==> config.mk <==
export PLATFORM = sky130hd
export DESIGN_NAME = bitplane_minmax
export DESIGN_NICKNAME = d
export VERILOG_FILES = /design/src/rtl/mmx_pkg.sv /design/src/rtl/mmx_plane_pick.sv /design/src/rtl/mmx_bit_stage.sv /design/src/rtl/mmx_pipe_reg.sv /design/src/rtl/bitplane_minmax.sv
export SDC_FILE = /design/constraint.sdc
export NUM_CORES = 1
export LEC_CHECK = 0
export ABC_AREA = 1
export BUFFER_PORTS_ARGS = -buffer_cell sky130_fd_sc_hd__buf_2
export CAP_MARGIN = 25
export CORE_MARGIN = 4
export CORE_UTILIZATION = 40
export CTS_CLUSTER_DIAMETER = 100
export DETAILED_ROUTE_END_ITERATION = 10
export GPL_ROUTABILITY_DRIVEN = 0
export SLEW_MARGIN = 15
export SYNTH_ARGS = -nofsm -noshare
export SYNTH_HDL_FRONTEND = slang
export SYNTH_SLANG_ARGS = --single-unit
==> constraint.sdc <==
create_clock -name clk -period 2.3 [get_ports clk]
set_input_delay 0.23 -clock clk [delete_from_list [all_inputs] [get_ports clk]]
set_output_delay 0.23 -clock clk [all_outputs]
set_load 0.03 [all_outputs]
==> src/rtl/mmx_pkg.sv <==
package mmx_pkg;
  typedef enum logic {
    SEL_MIN = 1'b0,
    SEL_MAX = 1'b1
  } sel_e;
endpackage

==> src/rtl/mmx_plane_pick.sv <==
// Gathers bit BIT of every packed operand into one plane vector.
module mmx_plane_pick #(
  parameter int N_OPS = 5,
  parameter int WIDTH = 8,
  parameter int BIT   = 0
) (
  input  logic [N_OPS*WIDTH-1:0] ops,
  output logic [N_OPS-1:0]       plane
);
  for (genvar i = 0; i < N_OPS; i++) begin : g_op
    assign plane[i] = ops[i*WIDTH + BIT];
  end
endmodule

==> src/rtl/mmx_bit_stage.sv <==
// One bit position: a reduction under the candidate vector, then the candidate update.
module mmx_bit_stage
  import mmx_pkg::*;
#(
  parameter int N_OPS = 5
) (
  input  logic [N_OPS-1:0] plane,
  input  logic [N_OPS-1:0] flag_in,
  input  sel_e             sel,
  output logic             bit_o,
  output logic [N_OPS-1:0] flag_o
);
  logic [N_OPS-1:0] merged;

  always_comb begin
    if (sel == SEL_MAX) begin
      // Survivors have a 1 here; if any survivor does, the losers drop out.
      merged = plane & flag_in;
      bit_o  = |merged;
      flag_o = bit_o ? merged : flag_in;
    end else begin
      // Candidate bit 0 means still in play; a 0 in the plane keeps it in play.
      merged = plane | flag_in;
      bit_o  = &merged;
      flag_o = bit_o ? flag_in : merged;
    end
  end
endmodule

==> src/rtl/mmx_pipe_reg.sv <==
module mmx_pipe_reg #(
  parameter int W = 8
) (
  input  logic         clk,
  input  logic         rst,
  input  logic [W-1:0] d,
  output logic [W-1:0] q
);
  always_ff @(posedge clk) begin
    if (rst) q <= '0;
    else     q <= d;
  end
endmodule

==> src/rtl/bitplane_minmax.sv <==
module bitplane_minmax
  import mmx_pkg::*;
#(
  parameter int N_OPS      = 5,
  parameter int WIDTH      = 8,
  parameter int PIPE_EVERY = 2
) (
  input  logic                   clk,
  input  logic                   rst,
  input  logic                   in_valid,
  input  logic                   sel_max,
  input  logic [N_OPS*WIDTH-1:0] operands,
  output logic                   out_valid,
  output logic [WIDTH-1:0]       out_result
);
  localparam int OPW     = N_OPS * WIDTH;
  localparam int EV      = (PIPE_EVERY > 0) ? PIPE_EVERY : 1;
  localparam int BUNDLE  = OPW + N_OPS + WIDTH + 2;

  // State at each boundary between bit stages; index s has s bits resolved.
  logic [OPW-1:0]   ops_s  [0:WIDTH];
  logic [N_OPS-1:0] flag_s [0:WIDTH];
  logic [WIDTH-1:0] res_s  [0:WIDTH];
  sel_e             mode_s [0:WIDTH];
  logic             vld_s  [0:WIDTH];

  assign ops_s[0]  = operands;
  assign mode_s[0] = sel_e'(sel_max);
  assign flag_s[0] = sel_max ? {N_OPS{1'b1}} : {N_OPS{1'b0}};
  assign res_s[0]  = '0;
  assign vld_s[0]  = in_valid;

  for (genvar s = 0; s < WIDTH; s++) begin : g_stage
    localparam int BITPOS = WIDTH - 1 - s;
    logic [N_OPS-1:0] plane;
    logic             bit_c;
    logic [N_OPS-1:0] flag_c;
    logic [WIDTH-1:0] res_c;

    mmx_plane_pick #(.N_OPS(N_OPS), .WIDTH(WIDTH), .BIT(BITPOS)) u_pick (
      .ops   (ops_s[s]),
      .plane (plane)
    );

    mmx_bit_stage #(.N_OPS(N_OPS)) u_bit (
      .plane   (plane),
      .flag_in (flag_s[s]),
      .sel     (mode_s[s]),
      .bit_o   (bit_c),
      .flag_o  (flag_c)
    );

    always_comb begin
      res_c         = res_s[s];
      res_c[BITPOS] = bit_c;
    end

    if ((PIPE_EVERY > 0) && (((s + 1) % EV) == 0) && ((s + 1) < WIDTH)) begin : g_reg
      logic [BUNDLE-1:0] d_b;
      logic [BUNDLE-1:0] q_b;
      assign d_b = {ops_s[s], flag_c, res_c, mode_s[s], vld_s[s]};
      mmx_pipe_reg #(.W(BUNDLE)) u_reg (
        .clk (clk),
        .rst (rst),
        .d   (d_b),
        .q   (q_b)
      );
      assign ops_s[s+1]  = q_b[BUNDLE-1 -: OPW];
      assign flag_s[s+1] = q_b[WIDTH+2 +: N_OPS];
      assign res_s[s+1]  = q_b[2 +: WIDTH];
      assign mode_s[s+1] = sel_e'(q_b[1]);
      assign vld_s[s+1]  = q_b[0];
    end else begin : g_wire
      assign ops_s[s+1]  = ops_s[s];
      assign flag_s[s+1] = flag_c;
      assign res_s[s+1]  = res_c;
      assign mode_s[s+1] = mode_s[s];
      assign vld_s[s+1]  = vld_s[s];
    end

    // in max mode the candidate set only shrinks and never empties
    a_r1_flag_narrows: assert property (@(posedge clk) disable iff (rst)
      (vld_s[s] && mode_s[s] == SEL_MAX) |->
        (((flag_c & ~flag_s[s]) == '0) && (flag_c != '0)));
    // in min mode the eliminated set only grows and never covers all operands
    a_r2_flag_widens: assert property (@(posedge clk) disable iff (rst)
      (vld_s[s] && mode_s[s] == SEL_MIN) |->
        (((flag_s[s] & ~flag_c) == '0) && (~flag_c != '0)));
  end

  always_ff @(posedge clk) begin
    if (rst) begin
      out_valid  <= 1'b0;
      out_result <= '0;
    end else begin
      out_valid <= vld_s[WIDTH];
      if (vld_s[WIDTH]) out_result <= res_s[WIDTH];
    end
  end

  // Checks on the fully resolved value against the operands it came with.
  logic is_member, none_above, none_below;
  always_comb begin
    is_member  = 1'b0;
    none_above = 1'b1;
    none_below = 1'b1;
    for (int i = 0; i < N_OPS; i++) begin
      if (ops_s[WIDTH][i*WIDTH +: WIDTH] == res_s[WIDTH]) is_member  = 1'b1;
      if (ops_s[WIDTH][i*WIDTH +: WIDTH] >  res_s[WIDTH]) none_above = 1'b0;
      if (ops_s[WIDTH][i*WIDTH +: WIDTH] <  res_s[WIDTH]) none_below = 1'b0;
    end
  end

  a_r5_member: assert property (@(posedge clk) disable iff (rst)
    vld_s[WIDTH] |-> is_member);
  a_r1_upper_bound: assert property (@(posedge clk) disable iff (rst)
    (vld_s[WIDTH] && mode_s[WIDTH] == SEL_MAX) |-> none_above);
  a_r2_lower_bound: assert property (@(posedge clk) disable iff (rst)
    (vld_s[WIDTH] && mode_s[WIDTH] == SEL_MIN) |-> none_below);
  a_r8_hold: assert property (@(posedge clk) disable iff (rst)
    !vld_s[WIDTH] |=> $stable(out_result));
endmodule

==> qor.csv, run 1 <==
metric;value;unit
syn-num-nets;699;
diodes;0;
required;2550;ps
area.sequential;0.00204;mm^2
critPathKind;flip-flop to flip-flop;
maxCapViolCount;0;
status;finished clean;
vias_per_cell;4.40;
critPathArrivalTime;2020;ps
grt_pass1_wl;15.1;mm
ctsResizeCount;0;
post_cts_buffers;0;
die_h;113;um
cts_tree;done;
yosys_warnings;0;
cts_buffers;9;
skew;6.32;ps
slew_violations;0;
finalPower;3.56;mW
rows;38;
drcViolationCount;0;
dr_total_vias;3741;
p_leak;2.59;nW
start_kind;flip-flop;
clk_latency;350;ps
cts_buffer_depth;2;
grt_pass1_vias;3522;
syn_avg_cell_area;6.75;um^2
cts.hold.buffers_added;0;
place_area;0.00482;mm^2
drtPass1Iterations;4;
synth_cell_type_count;29;
drive_above_1_share;14.1;%
die_w;113;um
multi_input_area;0.00180;mm^2
cts-root-buf;clkbuf_8;
hold_violations;0;
antenna_found_initial;0;
port_buffers;52;
synthesis.area;0.00442;mm^2
start_util;40.8;%
powerDensity;710;mW/mm^2
synth-seq-cells;102;
min_from;operands[33];
hp-class;input port to flip-flop;
io_pins;53;
syn_inst;655;
startpoint;g_stage[3].g_reg.u_reg.q[10];
relSlewSlack;62.5;%
final-setup-viol-count;0;
worstPathMaxFanout;5;
worst_pin_slew;561;ps
grt-ovfl-total;0;
clock-sinks;102;
fin_hold_ws;73.4;ps
finalCriticalPeriod;1770;ps
syn2layout_area_growth;13.6;%
clk_pin_slew_worst_paths;90;ps
grt_max_degree;84;
yosysSeqAreaShare;46.2;%
track_usage;14.2;%
routedWlPerCell;10.0;um
dr.first_iter.drc_count;187;
wl;8.53;mm
dp_hpwl;6.46;mm
worst_setup_path_end_kind;flip-flop;
r2r_start;g_stage[3].g_reg.u_reg.q[10];
vdd_drop_max;0.000378;V
nFillCells;1126;
fin_area;0.00502;mm^2
nets;749;
design.die.area;0.0128;mm^2
finalCritPeriodShare;77.0;%
core;0.0108;mm^2
fin_util;46.3;%
htreeDepth;3;
ant_nets;0;
rsz0062_at_grt;no;
tns;0;ps
max_freq;0.565;GHz
==> cells in the mapped netlist <==
library cell  count  area, um^2
a211oi_1          1        7.51
a21oi_1          22         110
a31oi_1           1        6.26
buf_2             3        15.0
clkbuf_1         11        41.3
dfxtp_1         102        2040
inv_1           137         514
inv_2             2        7.51
nand2_1         138         518
nand2_2          10        62.6
nand3_1          29         145
nand3_2           3        30.0
nand3b_1          5        37.5
nand4_1           7        43.8
nor2_1          125         469
nor2_2           13        81.3
nor2_4            1        11.3
nor3_1            1        5.00
o211ai_1          1        7.51
o21a_1            2        15.0
o21ai_0          17        85.1
o21ai_1          10        50.1
o21ai_2           3        26.3
o21bai_1          6        45.0
o21bai_2          1        11.3
o221ai_1          1        8.76
o22ai_1           1        6.26
o31ai_1           1        7.51
o32ai_1           1        8.76
==> area by class of cell <==
cell class              count  area share (%)
clock buffers              12            2.89
clock inverters             4            1.10
inverters                 139            10.4
multi-input cells         400            35.9
flip-flops and latches    102            40.7
well taps                 140            3.49
repair buffers             53            5.58
==> state kept, by name, indices dropped and copies added (netlist names) <==
signal	flops
out_result	8
g_stage.g_reg.u_reg.q	93
out_valid	1
==> critical path, cell delays in order (launching register included) <==
cell	delay, ps
dfxtp_1	380
nand2_1	80
nand2_1	50
nor2_1	130
nand2_1	160
nand2_1	90
nand3_1	100
nand3_1	130
nand2_1	70
nor2_2	180
nand2_1	110
o21ai_1	130
nor2_1	60
==> cells by family after synthesis <==
kind of cell | after synthesis | synth area share [%]
buf+inv | 153 | 13.1
simple gates | 332 | 31.8
compound gates | 68 | 8.95
flops | 102 | 46.2
==> routing by layer <==
layer	share of wire (%)	global-route usage (%)	up-vias
met3	6.0	3.85	10
met5	0	0	-
met4	1.6	5.21	0
met2	42	21.9	87
met1	50	19.1	1586
li1	-	-	2058
==> power by group <==
part           leakage (nW)  internal (mW)  switching [mW]  total (mW)
sequential            0.841           1.86          0.0624        1.92
combinational          1.65          0.194           0.336       0.530
clock                0.0972          0.540           0.570        1.11
total                  2.59           2.60           0.968        3.56
==> placed cells by master (no fill, tap or decap), types with 2 or more instances in the layout <==
cell | synthesis | final
a21oi_1 | 22 | 22
buf_2 | 3 | 52
clkbuf_1 | 11 | 2
clkbuf_8 | 0 | 10
dfxtp_1 | 102 | 102
inv_1 | 137 | 137
inv_2 | 2 | 2
nand2_1 | 138 | 138
nand2_2 | 10 | 10
nand3_1 | 29 | 29
nand3_2 | 3 | 3
nand3b_1 | 5 | 5
nand4_1 | 7 | 7
nor2_1 | 125 | 125
nor2_2 | 13 | 13
o21a_1 | 2 | 2
o21ai_0 | 17 | 17
o21ai_1 | 10 | 10
o21ai_2 | 3 | 3
o21bai_1 | 6 | 6
==> final timing paths <==
path / endpoint / slack (ps) / cells after the start
worst max-delay path: g_stage[5].g_reg.u_reg.q[12] / 530 / 12
worst min-delay path: g_stage[1].g_reg.u_reg.q[48] / 70 / 3
worst max register to register: g_stage[5].g_reg.u_reg.q[12] / 530 / 12
worst min register to register: g_stage[5].g_reg.u_reg.q[24] / 400 / 2
==> metrics by stage <==
step | std cells | worst slack, ps
after floorplan | 655 | 873
after global placement | 834 | 586
after detailed placement | 834 | 546
after CTS | 850 | 530
after global routing | 850 | 311
final | 850 | 529
No activity file was read; power rests on OpenSTA's default activity.
==> run 2, diff against run 1 <==
- clock period: 2.3 -> 1.55 ns (I/O delays scaled with it)
==> qor.csv, run 2 (same netlist as run 1, synthesis figures left out) <==
metric;value;unit;change
die_w;113;um;unchanged
post-place-ws;-167;ps;-712 ps
power_frac_seq;49.6;%;-4.4 points
place_inst;855;;+2.5%
required;1850;ps;-700 ps
largest_register;g_stage.g_reg.u_reg.q;;
worstPathMaxFanout;4;;-1
cts_buffer_depth;2;;unchanged
cpMaxStageDelayCell;dfxtp_2;;
io_pins;53;;unchanged
cts_tree;done;;
start_util;40.8;%;unchanged
multi_input_area;0.00217;mm^2;+21%
track_usage;15.0;%;+0.86 points
hp-class;input port to flip-flop;;
cell_internal_pwr;4.11;mW;+58%
grt_max_degree;84;;unchanged
drcViolationCount;0;;unchanged
die_h;113;um;unchanged
drtPass1Iterations;4;;unchanged
dp_hpwl;6.54;mm;+1.3%
antenna_found_initial;0;;unchanged
nets;817;;+9.1%
violations;setup timing;;
drive_above_1_share;31.2;%;+17 points
clk_pin_slew_worst_paths;90;ps;about the same
setup_slack;-57.8;ps;-587 ps
powerDensity;958;mW/mm^2;+35%
vias_per_cell;4.49;;+2.0%
core;0.0108;mm^2;unchanged
cts_buffers;9;;unchanged
worst_setup_path_end_kind;flip-flop;;
met2_usage;24.4;%;+2.5 points
port_buffers;52;;unchanged
dr.first_iter.drc_count;258;;+38%
status;complete, but fails checks;;
start_kind;flip-flop;;
design.die.area;0.0128;mm^2;unchanged
routedWlPerCell;10.8;um;+7.9%
grt_pass1_vias;3772;;+7.1%
finalPower;5.79;mW;+63%
cpPeakStageDelay;370;ps;about the same
rows;38;;unchanged
grt_pass1_wl;16.0;mm;+6.0%
grt-ovfl-total;0;;unchanged
nFillCells;1026;;-8.9%
syn2layout_area_growth;36.8;%;
grtUsageMet3;2.73;%;-1.1 points
largest_reg_flops;93;;unchanged
finalCritPeriodShare;104;%;+27 points
slew_violations;0;;unchanged
hold_violations;0;;unchanged
cts-root-buf;clkbuf_8;;
htreeDepth;3;;unchanged
area.sequential;0.00209;mm^2;+2.3%
power_switching;1.68;mW;+74%
critPathKind;flip-flop to flip-flop;;
sw_frac_of_total;29.0;%;+1.9 points
grt_busiest_layer;met2;;
wl;9.94;mm;+17%
critPathArrivalTime;1910;ps;-110 ps
met1_usage;19.7;%;+0.68 points
final_common_cell;inv_1;;
cpMostUsedCell;nand2_2;;
skew;8.10;ps;+1.78 ps
reg_top3;g_stage.g_reg.u_reg.q (93), out_result (8), out_valid (1);;
max_freq;0.622;GHz;+10%
ant_nets;0;;unchanged
dr_total_vias;4120;;+10%
rsz0062_at_grt;yes;;
clk_latency;370;ps;+20 ps
power_frac_comb;20.7;%;+5.8 points
path_cells;nand2_2, nand2_2, nor2_4, buf_6, o21ai_4, nand2_2, nand2_2, nand3_4, o21ai_2, nand2_1, a21oi_2;;
worst_pin_slew;349;ps;-212 ps
p_leak;2.99;nW;+16%
maxCapViolCount;0;;unchanged
final-setup-viol-count;10;;+10
finalCriticalPeriod;1610;ps;-163 ps
clock-sinks;102;;unchanged
diodes;0;;unchanged
fin_cells;918;;+8.0%
final_cell_mix;134 x inv_1, 112 x nor2_1, 97 x nand2_1, 77 x dfxtp_1, 52 x buf_2;;
relSlewSlack;76.8;%;+14 points
vdd_drop_max;0.000457;V;+21%
p_clk_share;29.7;%;-1.4 points
[run 2: changes by cell type in the layout (fill, tap and decap cells not counted), sizes merged]
cell	before	now
buf	53	92
inv	140	142
dlygate4sd3	0	29
clkbuf	12	10
[run 2: timing repair]
action | CTS | global route
resized for setup | 38 | 103
buffers inserted | 8 | 10
pin swaps | 12 | 55
cloned | 0 | 0
setup endpoints to repair | 13 | 14
hold buffers | 29 | 0
endpoints found under the hold margin | 29 | 0
[run 2: path summary, 6_finish.rpt]
| kind | startpoint | endpoint | depth (start not counted) | slack, ps |
|---|---|---|---|---|
| setup / recovery | g_stage[1].g_reg.u_reg.q[10] | g_stage[3].g_reg.u_reg.q[14] | 11 | -60 |
| hold / removal | operands[37] | g_stage[1].g_reg.u_reg.q[52] | 3 | 7 |
| setup reg to reg | g_stage[1].g_reg.u_reg.q[10] | g_stage[3].g_reg.u_reg.q[14] | 11 | -60 |
| hold reg to reg | g_stage[3].g_reg.u_reg.q[24] | g_stage[5].g_reg.u_reg.q[24] | 2 | 390 |
[run 2: critical path, delay by kind of cell (launching register included)]
kind | cells | cell delay (ps)
flops | 1 | 370
buf+inv | 1 | 130
compound gates | 3 | 450
simple gates | 7 | 590
[run 2: through the flow]
| step | instance area [um^2] | hold WS, ps | util (%) | setup TNS (ps) |
|---|---|---|---|---|
| final | 6050 | 7.33 | 55.8 | -324 |
| after global routing | 6050 | 14.2 | 55.8 | -1300 |
| after global placement | 4980 | 354 | 45.9 | -607 |
| after CTS | 5640 | 5.69 | 52.1 | -31.0 |
| after detailed placement | 4980 | 361 | 45.9 | -887 |
| after floorplan | 4420 | 239 | - | 0 |
[run 2: metal layers]
metal / vias to the layer above / part of all wire [%] / wire, um
met5: - / 0 / 0
met4: 0 / 1.9 / 192
met3: 17 / 5.0 / 498
met2: 96 / 48 / 4730
met1: 1812 / 45 / 4510
li1: 2195 / - / -
[run 2: power groups by stage]
| stage | clock network [mW] | registers [mW] | logic [mW] |
|---|---|---|---|
| 2_1_floorplan | 0 | 2.90 | 0.587 |
| 3_3_place_gp | 0 | 2.91 | 0.859 |
| 3_5_place_dp | 0 | 2.91 | 0.871 |
| 4_1_cts | 1.77 | 2.86 | 0.993 |
| 5_1_grt | 1.88 | 2.89 | 1.33 |
| 6_report | 1.72 | 2.88 | 1.20 |
[run 2: cell type report]
cell class | instances | share of cell area [%]
multi-input combinational | 400 | 36.0
sequential | 102 | 34.5
timing repair buffer | 121 | 14.4
inverter | 139 | 8.67
tap | 140 | 2.90
clock buffer | 10 | 2.28
clock inverter | 6 | 1.24
==> run 3, diff against run 2 <==
- CTS_BUF_LIST: unset -> sky130_fd_sc_hd__clkbuf_16
==> qor.csv, run 3 (same netlist as run 1, synthesis figures left out) <==
metric;value;unit;change
rsz0062_at_grt;yes;;
wl;9.70;mm;-2.4%
cts_buffers;9;;unchanged
rows;38;;unchanged
fin_hold_ws;10.1;ps;+2.79 ps
critPathKind;flip-flop to flip-flop;;
maxCapViolCount;0;;unchanged
antenna_found_initial;0;;unchanged
clk_pin_slew_worst_paths;70;ps;-20 ps
status;complete, but fails checks;;
drcViolationCount;0;;unchanged
cpPeakStageDelay;360;ps;about the same
ant_nets;0;;unchanged
p_leak;2.89;nW;-3.4%
core;0.0108;mm^2;unchanged
hold_path_depth;3;;unchanged
dr.first_iter.drc_count;294;;+14%
cts_buffer_depth;2;;unchanged
required;1790;ps;-60 ps
violations;setup timing;;
hold_violations;0;;unchanged
setup_slack;-83.5;ps;-25.7 ps
cts-root-buf;clkbuf_16;;
grt_max_degree;84;;unchanged
worst_setup_path_end_kind;flip-flop;;
finalCriticalPeriod;1630;ps;+25.7 ps
finalCritPeriodShare;105;%;+1.7 points
cpMaxStageDelayCell;dfxtp_4;;
largest_register;g_stage.g_reg.u_reg.q;;
drive_above_1_share;31.3;%;+0.041 points
diodes;0;;unchanged
clock-sinks;102;;unchanged
design.die.area;0.0128;mm^2;unchanged
worstPathMaxFanout;6;;+2
rr_worst_depth;10;;-1
slew_violations;0;;unchanged
sw_frac_of_total;27.8;%;-1.2 points
syn2layout_area_growth;31.1;%;
power_frac_seq;46.2;%;-3.4 points
hp-class;input port to flip-flop;;
dp_hpwl;6.54;mm;unchanged
crit_family;simple AND/OR/NAND/NOR gates;;
largest_reg_flops;93;;unchanged
final_cell_mix;135 x inv_1, 112 x nor2_1, 101 x nand2_1, 77 x dfxtp_1, 52 x buf_2;;
powerDensity;1080;mW/mm^2;+12%
track_usage;14.7;%;-0.29 points
post-place-ws;-167;ps;unchanged
critPathArrivalTime;1870;ps;-40 ps
grt_pass1_wl;15.6;mm;-2.5%
reg_top3;g_stage.g_reg.u_reg.q (93), out_result (8), out_valid (1);;
final-setup-viol-count;11;;+1
vdd_drop_max;0.000504;V;+10%
die_h;113;um;unchanged
grt_pass1_vias;3652;;-3.2%
port_buffers;52;;unchanged
relSlewSlack;76.5;%;-0.28 points
p_clk_share;36.0;%;+6.3 points
cts_tree;done;;
max_freq;0.612;GHz;-1.6%
vias_per_cell;4.49;;+0.10%
start_kind;flip-flop;;
grt-ovfl-total;0;;unchanged
power_frac_comb;17.8;%;-2.9 points
skew;5.25;ps;-2.84 ps
final_common_cell;inv_1;;
power_switching;1.74;mW;+3.1%
worstPathBufferInverterCount;0;;-1
clk_latency;340;ps;-30 ps
drtPass1Iterations;4;;unchanged
routedWlPerCell;11.0;um;+1.2%
die_w;113;um;unchanged
dr_total_vias;3976;;-3.5%
path_cells;nand2_2, nand3_2, nor2_4, o21bai_2, nand2_2, nor2_4, nor2_4, nand2_2, o21ai_1, nor2_1;;
start_util;40.8;%;unchanged
io_pins;53;;unchanged
nFillCells;1070;;+4.3%
cell_internal_pwr;4.50;mW;+9.4%
nets;784;;-4.0%
htreeDepth;3;;unchanged
worst_pin_slew;352;ps;+3.71 ps
cp.depth;10;;-1
==> run 3: tightest hold or removal path: stages <==
cell,delay (ps)
buf_2,70
inv_1,30
nor2_1,60
==> run 3: what timing repair did <==
item,CTS,global route
pin swaps,16,45
hold buffers,1,0
setup endpoints to repair,13,13
setup buffers,9,4
endpoints found under the hold margin,1,0
gates resized for setup,45,90
==> run 3: worst paths after layout <==
kind                                                    from                           end  slack [ps]
worst max-delay path            g_stage[1].g_reg.u_reg.q[11]  g_stage[3].g_reg.u_reg.q[12]         -80
worst min-delay path                            operands[24]  g_stage[1].g_reg.u_reg.q[39]          10
worst max register to register  g_stage[1].g_reg.u_reg.q[11]  g_stage[3].g_reg.u_reg.q[12]         -80
worst min register to register  g_stage[3].g_reg.u_reg.q[24]  g_stage[5].g_reg.u_reg.q[24]         390
==> run 3: per-layer routing <==
layer	track usage (%)	vias up	wire (um)
li1	-	2129	-
met1	19.5	1741	4510
met2	23.2	93	4520
met3	3.69	13	501
met4	5.69	0	164
met5	0	-	0
==> run 3: stage by stage <==
stage | TNS, ps | std cells | utilization (%) | power [mW] | instance area (um^2)
3_5_place_dp | -887 | 855 | 45.9 | 3.78 | 4980
4_1_cts | -12.9 | 881 | 50.5 | 6.12 | 5480
2_1_floorplan | 0 | 655 | - | 3.49 | 4420
3_3_place_gp | -607 | 855 | 45.9 | 3.77 | 4980
6_report | -352 | 885 | 53.5 | 6.23 | 5800
5_1_grt | -1360 | 885 | 53.5 | 6.56 | 5800
==> run 3: area by class of cell <==
cell class	instances	area, um^2	area share [%]
Multi-Input combinational cell	400	2160	37.2
Sequential cell	102	2090	36.1
Timing Repair Buffer	88	546	9.41
Tap cell	140	175	3.02
Clock inverter	7	78.8	1.36
Clock buffer	9	225	3.89
Inverter	139	524	9.05
==> run 3: power groups by stage <==
stage / registers (mW) / logic [mW] / clock network (mW)
after floorplan: 2.90 / 0.587 / 0
after global placement: 2.91 / 0.859 / 0
after detailed placement: 2.91 / 0.871 / 0
after CTS: 2.86 / 0.947 / 2.31
after global routing: 2.90 / 1.24 / 2.42
final: 2.88 / 1.11 / 2.24
